## config.mk

```make
export PLATFORM = sky130hd
export DESIGN_NAME = fw_guard
export DESIGN_NICKNAME = d
export VERILOG_FILES = /design/src/rtl/fw_pkg.sv /design/src/rtl/fw_cfg.sv /design/src/rtl/fw_decide.sv /design/src/rtl/fw_log.sv /design/src/rtl/fw_guard.sv
export SDC_FILE = /design/constraint.sdc
export NUM_CORES = 2
export LEC_CHECK = 0
export ABC_CLOCK_PERIOD_IN_PS = 11320
export CAP_MARGIN = 40
export CELL_PAD_IN_SITES_DETAIL_PLACEMENT = 0
export CELL_PAD_IN_SITES_GLOBAL_PLACEMENT = 1
export CORE_MARGIN = 2
export CORE_UTILIZATION = 45
export DETAILED_ROUTE_END_ITERATION = 7
export HOLD_SLACK_MARGIN = 0.15
export PLACE_DENSITY = 0.7
export SYNTH_ARGS = -nofsm -noshare
export SYNTH_HDL_FRONTEND = slang
export SYNTH_SLANG_ARGS = --single-unit
```

## constraint.sdc

```tcl
create_clock -name clk_i -period 11.32 [get_ports clk_i]
set_clock_uncertainty 0.05 [all_clocks]
set_input_delay 2.264 -clock clk_i [delete_from_list [all_inputs] [get_ports clk_i]]
set_output_delay 2.264 -clock clk_i [all_outputs]
set_load 0.03 [all_outputs]
```

## src/rtl/fw_pkg.sv

```systemverilog
package fw_pkg;
  localparam int INFO_W     = 3;
  localparam int INFO_CODES = 1 << INFO_W;
  localparam int INFO_DBG   = 2;
  localparam int DW         = 64;

  localparam int OFF_CTRL   = 'h08;
  localparam int OFF_CLR_S  = 'h10;
  localparam int OFF_CLR_M  = 'h18;
  localparam int OFF_RGN0   = 'h28;
  localparam int RGN_STRIDE = 'h20;
  localparam int SUB_INFO   = 'h00;
  localparam int SUB_RD     = 'h08;
  localparam int SUB_WR     = 'h10;
  localparam int SUB_MATCH  = 'h18;

  localparam int M_SIZE_W   = 6;
  localparam int M_EN_BIT   = 6;
  localparam int M_BASE_LSB = 32;

  typedef struct packed {
    logic hit;
    logic ok;
  } verdict_t;
endpackage

```

## src/rtl/fw_cfg.sv

```systemverilog
module fw_cfg
  import fw_pkg::*;
#(
  parameter int NREG = 8,
  parameter int AW   = 32,
  parameter int NID  = 64,
  parameter int CAW  = 12
) (
  input  logic                  clk_i,
  input  logic                  rst_ni,
  input  logic                  cfg_we_i,
  input  logic [CAW-1:0]        cfg_addr_i,
  input  logic [DW-1:0]         cfg_wdata_i,
  output logic [INFO_CODES-1:0] info_perm_o [NREG],
  output logic [NID-1:0]        rd_perm_o   [NREG],
  output logic [NID-1:0]        wr_perm_o   [NREG],
  output logic [AW-1:0]         base_o      [NREG],
  output logic [M_SIZE_W-1:0]   size_o      [NREG],
  output logic [NREG-1:0]       en_o,
  output logic                  irq_en_o,
  output logic                  clr_single_o,
  output logic                  clr_multi_o
);
  int wa;
  assign wa = int'(cfg_addr_i);

  assign clr_single_o = cfg_we_i && (wa == OFF_CLR_S);
  assign clr_multi_o  = cfg_we_i && (wa == OFF_CLR_M);

  always_ff @(posedge clk_i or negedge rst_ni) begin
    if (!rst_ni) begin
      irq_en_o <= 1'b0;
      en_o     <= '0;
      for (int r = 0; r < NREG; r++) begin
        info_perm_o[r] <= '0;
        rd_perm_o[r]   <= '0;
        wr_perm_o[r]   <= '0;
        base_o[r]      <= '0;
        size_o[r]      <= '0;
      end
    end else if (cfg_we_i) begin
      if (wa == OFF_CTRL) irq_en_o <= cfg_wdata_i[0];
      for (int r = 0; r < NREG; r++) begin
        if (wa == OFF_RGN0 + r*RGN_STRIDE + SUB_INFO)
          info_perm_o[r] <= cfg_wdata_i[INFO_CODES-1:0];
        if (wa == OFF_RGN0 + r*RGN_STRIDE + SUB_RD)
          rd_perm_o[r] <= cfg_wdata_i[NID-1:0];
        if (wa == OFF_RGN0 + r*RGN_STRIDE + SUB_WR)
          wr_perm_o[r] <= cfg_wdata_i[NID-1:0];
        if (wa == OFF_RGN0 + r*RGN_STRIDE + SUB_MATCH) begin
          size_o[r] <= cfg_wdata_i[M_SIZE_W-1:0];
          en_o[r]   <= cfg_wdata_i[M_EN_BIT];
          base_o[r] <= cfg_wdata_i[M_BASE_LSB +: AW];
        end
      end
    end
  end
endmodule

```

## src/rtl/fw_decide.sv

```systemverilog
module fw_decide
  import fw_pkg::*;
#(
  parameter int NREG = 8,
  parameter int AW   = 32,
  parameter int NID  = 64,
  parameter int IDW  = 6
) (
  input  logic                  req_write_i,
  input  logic [IDW-1:0]        req_init_i,
  input  logic [INFO_W-1:0]     req_info_i,
  input  logic [AW-1:0]         req_addr_i,
  input  logic [INFO_CODES-1:0] info_perm_i [NREG],
  input  logic [NID-1:0]        rd_perm_i   [NREG],
  input  logic [NID-1:0]        wr_perm_i   [NREG],
  input  logic [AW-1:0]         base_i      [NREG],
  input  logic [M_SIZE_W-1:0]   size_i      [NREG],
  input  logic [NREG-1:0]       en_i,
  output verdict_t              verdict_o
);
  logic [NREG-1:0] hit;
  logic [NREG-1:0] pass;

  for (genvar r = 0; r < NREG; r++) begin : g_rgn
    logic [AW-1:0] low_mask;
    assign low_mask = (int'(size_i[r]) >= AW) ? '1
                    : ((AW'(1) << size_i[r]) - AW'(1));
    assign hit[r]  = en_i[r] && (((req_addr_i ^ base_i[r]) & ~low_mask) == '0);
    assign pass[r] = info_perm_i[r][req_info_i] &&
                     (req_write_i ? wr_perm_i[r][req_init_i] : rd_perm_i[r][req_init_i]);
  end

  // highest-numbered hit wins
  always_comb begin
    verdict_o = '0;
    for (int r = 0; r < NREG; r++) begin
      if (hit[r]) begin
        verdict_o.hit = 1'b1;
        verdict_o.ok  = pass[r];
      end
    end
  end
endmodule

```

## src/rtl/fw_log.sv

```systemverilog
module fw_log
  import fw_pkg::*;
#(
  parameter int AW  = 32,
  parameter int IDW = 6
) (
  input  logic              clk_i,
  input  logic              rst_ni,
  input  logic              viol_i,
  input  logic [IDW-1:0]    init_i,
  input  logic              write_i,
  input  logic [INFO_W-1:0] info_i,
  input  logic [AW-1:0]     addr_i,
  input  logic              clr_single_i,
  input  logic              clr_multi_i,
  output logic              valid_o,
  output logic              multi_o,
  output logic [IDW-1:0]    init_o,
  output logic              write_o,
  output logic [INFO_W-1:0] info_o,
  output logic [AW-1:0]     addr_o,
  output logic              err_app_o,
  output logic              err_dbg_o
);
  always_ff @(posedge clk_i or negedge rst_ni) begin
    if (!rst_ni) begin
      valid_o   <= 1'b0;
      multi_o   <= 1'b0;
      init_o    <= '0;
      write_o   <= 1'b0;
      info_o    <= '0;
      addr_o    <= '0;
      err_app_o <= 1'b0;
      err_dbg_o <= 1'b0;
    end else begin
      if (clr_single_i) begin
        valid_o   <= 1'b0;
        err_app_o <= 1'b0;
        err_dbg_o <= 1'b0;
      end
      if (clr_multi_i) multi_o <= 1'b0;
      // a violation outranks a clear issued in the same cycle
      if (viol_i) begin
        if (!valid_o || clr_single_i) begin
          valid_o <= 1'b1;
          init_o  <= init_i;
          write_o <= write_i;
          info_o  <= info_i;
          addr_o  <= addr_i;
        end else begin
          multi_o <= 1'b1;
        end
        if (info_i[INFO_DBG]) err_dbg_o <= 1'b1;
        else                  err_app_o <= 1'b1;
      end
    end
  end
endmodule

```

## src/rtl/fw_guard.sv

```systemverilog
module fw_guard
  import fw_pkg::*;
#(
  parameter int NREG = 8,
  parameter int AW   = 32,
  parameter int IDW  = 6,
  parameter int CAW  = 12
) (
  input  logic              clk_i,
  input  logic              rst_ni,
  input  logic              req_valid_i,
  input  logic              req_write_i,
  input  logic [IDW-1:0]    req_init_i,
  input  logic [INFO_W-1:0] req_info_i,
  input  logic [AW-1:0]     req_addr_i,
  output logic              req_accept_o,
  output logic              req_error_o,
  input  logic              cfg_we_i,
  input  logic [CAW-1:0]    cfg_addr_i,
  input  logic [DW-1:0]     cfg_wdata_i,
  output logic              irq_o,
  output logic              err_app_o,
  output logic              err_dbg_o,
  output logic              log_valid_o,
  output logic              log_multi_o,
  output logic [IDW-1:0]    log_init_o,
  output logic              log_write_o,
  output logic [INFO_W-1:0] log_info_o,
  output logic [AW-1:0]     log_addr_o
);
  localparam int NID = 1 << IDW;

  logic [INFO_CODES-1:0] info_perm [NREG];
  logic [NID-1:0]        rd_perm   [NREG];
  logic [NID-1:0]        wr_perm   [NREG];
  logic [AW-1:0]         base      [NREG];
  logic [M_SIZE_W-1:0]   size      [NREG];
  logic [NREG-1:0]       en;
  logic                  irq_en, clr_single, clr_multi;
  verdict_t              verdict;

  fw_cfg #(.NREG(NREG), .AW(AW), .NID(NID), .CAW(CAW)) u_cfg (
    .clk_i, .rst_ni, .cfg_we_i, .cfg_addr_i, .cfg_wdata_i,
    .info_perm_o(info_perm), .rd_perm_o(rd_perm), .wr_perm_o(wr_perm),
    .base_o(base), .size_o(size), .en_o(en), .irq_en_o(irq_en),
    .clr_single_o(clr_single), .clr_multi_o(clr_multi)
  );

  fw_decide #(.NREG(NREG), .AW(AW), .NID(NID), .IDW(IDW)) u_decide (
    .req_write_i, .req_init_i, .req_info_i, .req_addr_i,
    .info_perm_i(info_perm), .rd_perm_i(rd_perm), .wr_perm_i(wr_perm),
    .base_i(base), .size_i(size), .en_i(en), .verdict_o(verdict)
  );

  assign req_accept_o = req_valid_i &&  verdict.ok;
  assign req_error_o  = req_valid_i && !verdict.ok;

  fw_log #(.AW(AW), .IDW(IDW)) u_log (
    .clk_i, .rst_ni,
    .viol_i(req_error_o), .init_i(req_init_i), .write_i(req_write_i),
    .info_i(req_info_i), .addr_i(req_addr_i),
    .clr_single_i(clr_single), .clr_multi_i(clr_multi),
    .valid_o(log_valid_o), .multi_o(log_multi_o), .init_o(log_init_o),
    .write_o(log_write_o), .info_o(log_info_o), .addr_o(log_addr_o),
    .err_app_o, .err_dbg_o
  );

  assign irq_o = irq_en && log_valid_o;
endmodule

```

==> reports/summary.txt <==
Startpoint Class - input port
Die area - 0.163 sq mm
Worst rel slew slack - 24.8%
Main synth FF type - dfrtp_1
Status - finished clean
Antenna violations before repair - 20
P_leak - 38.6 nW
Via/cell ratio - 6.26
Pre-CTS WS - 2.04 ns
Via count - 47,300
Clock latency on the worst-skew pair - 0.80 ns
Remaining antenna violation count - 0
Avg Inst Size Synth - 13.5 sq um
Worst Setup EP - req_error_o
Worst path cell trace - buf_8, buf_4, mux4_2, nand2_1, a21oi_1, a2111oi_0, nor4_1, o211ai_1, a31oi_1, a311o_1, a21oi_1, o21a_2, nand2_1, inv_1, clkdlybuf4s50_1
Final Hold Violating Endpoints - 0
Core ar. - 0.159 sq mm
Area delta synth->final - 13.6%
Maximum clock path buffer count - 3
DP HPWL - 146,000 microns
1st-iter DRT viols - 4,340
YS warnings - 0
Layout cells sized above 1 - 40.5%
Slowest stage delay, CP - 0.74 ns
Cell row count - 146
Clock transition at path regs - 0.06 ns
WS Path Type - in -> out
# setup viols final - 0
First drt pass iteration count - 6
Worst VDD drop - 153 uV
Reg-to-Reg Start - u_cfg.size_o[33]$_DFFE_PN0P_
Power per Cell Area - 140 mW/mm^2
Final Cycle Share - 81.5%
IO Port Bufs - 170
Critical Path Slowest Stage Cell - buf_4
DRC viols - 0
Setup Buffers After CTS - 0
Final Net Count - 5,482
Initial Util - 45.4%
Crit. Startpoint - req_init_i[1]
Slew of the pin with the lowest slew margin - 1.13 ns
Worst Setup End Kind - output port
Hold buffers post-CTS - 0
Most frequent cells in the layout - dfrtp_1 (1,447), mux2_2 (1,404), mux4_2 (263)
Critical path required time - 9.01 ns
Max-Cap Viols - 0
Synthesized flop and latch total - 1,447
Reg2Reg Setup Slack - 4.72 ns
Tmin final - 9.22 ns
Commonest non-fill, non-tap cell in the layout - dfrtp_1
R2R depth - 16
Crit path max fanout - 85
Worst Hold Class - reg -> reg
Final Instance Area - 0.0817 sq mm
H-tree lvl count - 4
CTS sink count - 1,447
Root Buffer Master - clkbuf_16
Die Span Y - 404 microns
Fraction of registers with async set/reset - 100%
Post-Syn Area - 0.0720 sq mm
First-pass GRT wire length - 342,000 microns
Post-synthesis sequential area ratio - 50.3%
Setup WS post-layout - 2.10 ns
Total grt overflow - 0
Syn_nets - 5,464
CTS Buf Count - 158
GRT Resource Usage Total - 28.7%
Final WL - 234,000 microns
Post-DP Area - 0.0764 sq mm
Placed cell count - 7,264
Post-Synthesis Cells - 5,334
Routed WL per cell - 31.0 microns
Vias in the first global route - 48,000
Horiz. Die Dim - 404 microns
Max Slew Vio Count - 0
CTS tree - done
Fmax - 108 MHz
Largest net degree at the start of global routing - 183
Post-layout util - 51.5%
Post-synth EDFFs - 0
# resized after CTS - 0
GPL Wtd Cong - 0.931
Ports - 171
Yosys cell types - 96
Layout Cells excl Fill - 7,554
Unrepaired setup endpoints after global routing - no
TNS Setup - 0 ns
RR Endpoint - u_log.addr_o[24]$_DFFE_PN0P_
Critical Path AT - 6.91 ns
==> per-layer routing <==
metal	vias to the layer above	share of wire [%]	global-route usage, %
met5	-	0	0
met4	0	4.5	11.8
met3	413	5.6	4.17
met2	1611	47	46.3
met1	25500	42	39.0
li1	19800	-	-
==> report_power, final <==
part	switching (mW)	internal (mW)	leakage [nW]
Combinational	0.604	0.265	15.9
Clock	2.20	3.10	2.60
Sequential	0.0320	5.21	20.1
==> registers in the layout, indices dropped and copies added (netlist names) <==
signal and count:
u_cfg.base_o 256, u_cfg.en_o 8, u_cfg.info_perm_o 64, u_cfg.irq_en_o 1, u_cfg.rd_perm_o 512, u_cfg.size_o 48
u_cfg.wr_perm_o 512, u_log.addr_o 32, u_log.err_app_o 1, u_log.err_dbg_o 1, u_log.info_o 3, u_log.init_o 6
u_log.multi_o 1, u_log.valid_o 1, u_log.write_o 1
==> cell families after synthesis <==
| family | count (synthesis) | synth area share, % |
|---|---|---|
| compound gates | 587 | 5.67 |
| xor+xnor | 286 | 3.48 |
| fa+ha+maj | 8 | 0.139 |
| buf+inv | 521 | 3.14 |
| flops | 1447 | 50.3 |
| mux | 1793 | 32.2 |
| simple gates | 692 | 5.02 |
==> stage by stage <==
step,power (mW),hold WS (ns)
final,11.4,0.431
after global routing,11.8,0.453
after CTS,11.5,0.436
after detailed placement,6.21,0.424
after global placement,6.19,0.429
after floorplan,5.69,0.421
==> worst max-delay path: cells and delay by family <==
family                 cells  cell delay [ns]
buffers and inverters      4             2.00
AOI/OAI and AO/OA          7             1.63
muxes                      1             0.41
and+or+nand+nor            3             0.42
==> worst min-delay path by stage <==
stage	depth (start not counted)	slack [ns]	from	endpoint
CTS	2	0.44	u_log.err_app_o$_DFF_PN0_	u_log.err_app_o$_DFF_PN0_
detailed placement	2	0.42	u_log.err_app_o$_DFF_PN0_	u_log.err_app_o$_DFF_PN0_
global route	2	0.45	u_log.err_app_o$_DFF_PN0_	u_log.err_app_o$_DFF_PN0_
finish	2	0.43	u_log.err_app_o$_DFF_PN0_	u_log.err_app_o$_DFF_PN0_
floorplan	1	0.42	u_cfg.rd_perm_o[104]$_DFFE_PN0P_	u_cfg.rd_perm_o[104]$_DFFE_PN0P_
global placement	2	0.43	u_log.err_app_o$_DFF_PN0_	u_log.err_app_o$_DFF_PN0_
==> layout make-up <==
class | instances | area [sq um]
multi-input combinational | 3366 | 33600
antenna | 8 | 20.0
clock inverter | 46 | 619
timing repair buffer | 354 | 3860
fill | 13500 | 76800
inverter | 25 | 93.8
tap | 2072 | 2590
clock buffer | 236 | 4690
sequential | 1447 | 36200
==> cell usage after synthesis, drive strengths merged, types with 8 or more instances <==
| library cell | n | share of area (%) |
|---|---|---|
| a211oi | 24 | 0.25 |
| or3 | 14 | 0.12 |
| nand4b | 9 | 0.11 |
| xnor2 | 154 | 1.9 |
| a22oi | 46 | 0.48 |
| a221oi | 19 | 0.26 |
| o2111ai | 17 | 0.21 |
| a311oi | 12 | 0.15 |
| a21oi | 100 | 0.70 |
| buf | 121 | 1.1 |
| nor4 | 39 | 0.35 |
| a32oi | 12 | 0.15 |
| o31ai | 33 | 0.34 |
| nand3b | 13 | 0.14 |
| a2111oi | 16 | 0.20 |
| o21a | 8 | 0.085 |
| nand2b | 25 | 0.22 |
| inv | 24 | 0.13 |
| a21o | 13 | 0.14 |
| ha | 8 | 0.14 |
| o221ai | 11 | 0.14 |
| and3 | 15 | 0.13 |
| o311ai | 8 | 0.097 |
| nor4b | 13 | 0.18 |
| and2 | 24 | 0.21 |
| mux2i | 83 | 1.2 |
| nand3 | 90 | 0.63 |
| o22ai | 22 | 0.19 |
| o21ai | 112 | 0.79 |
| o211ai | 35 | 0.37 |
| mux2 | 1447 | 23 |
| dfrtp | 1447 | 50 |
| nor3 | 48 | 0.33 |
| nand2 | 179 | 0.93 |
| or2 | 12 | 0.10 |
| nor2 | 115 | 0.60 |
| nor2b | 31 | 0.27 |
| a31oi | 30 | 0.26 |
| xor2 | 132 | 1.6 |
| clkbuf | 375 | 2.0 |
| mux4 | 263 | 8.2 |
| nand4 | 30 | 0.26 |
(Power assumes the default switching activity.)
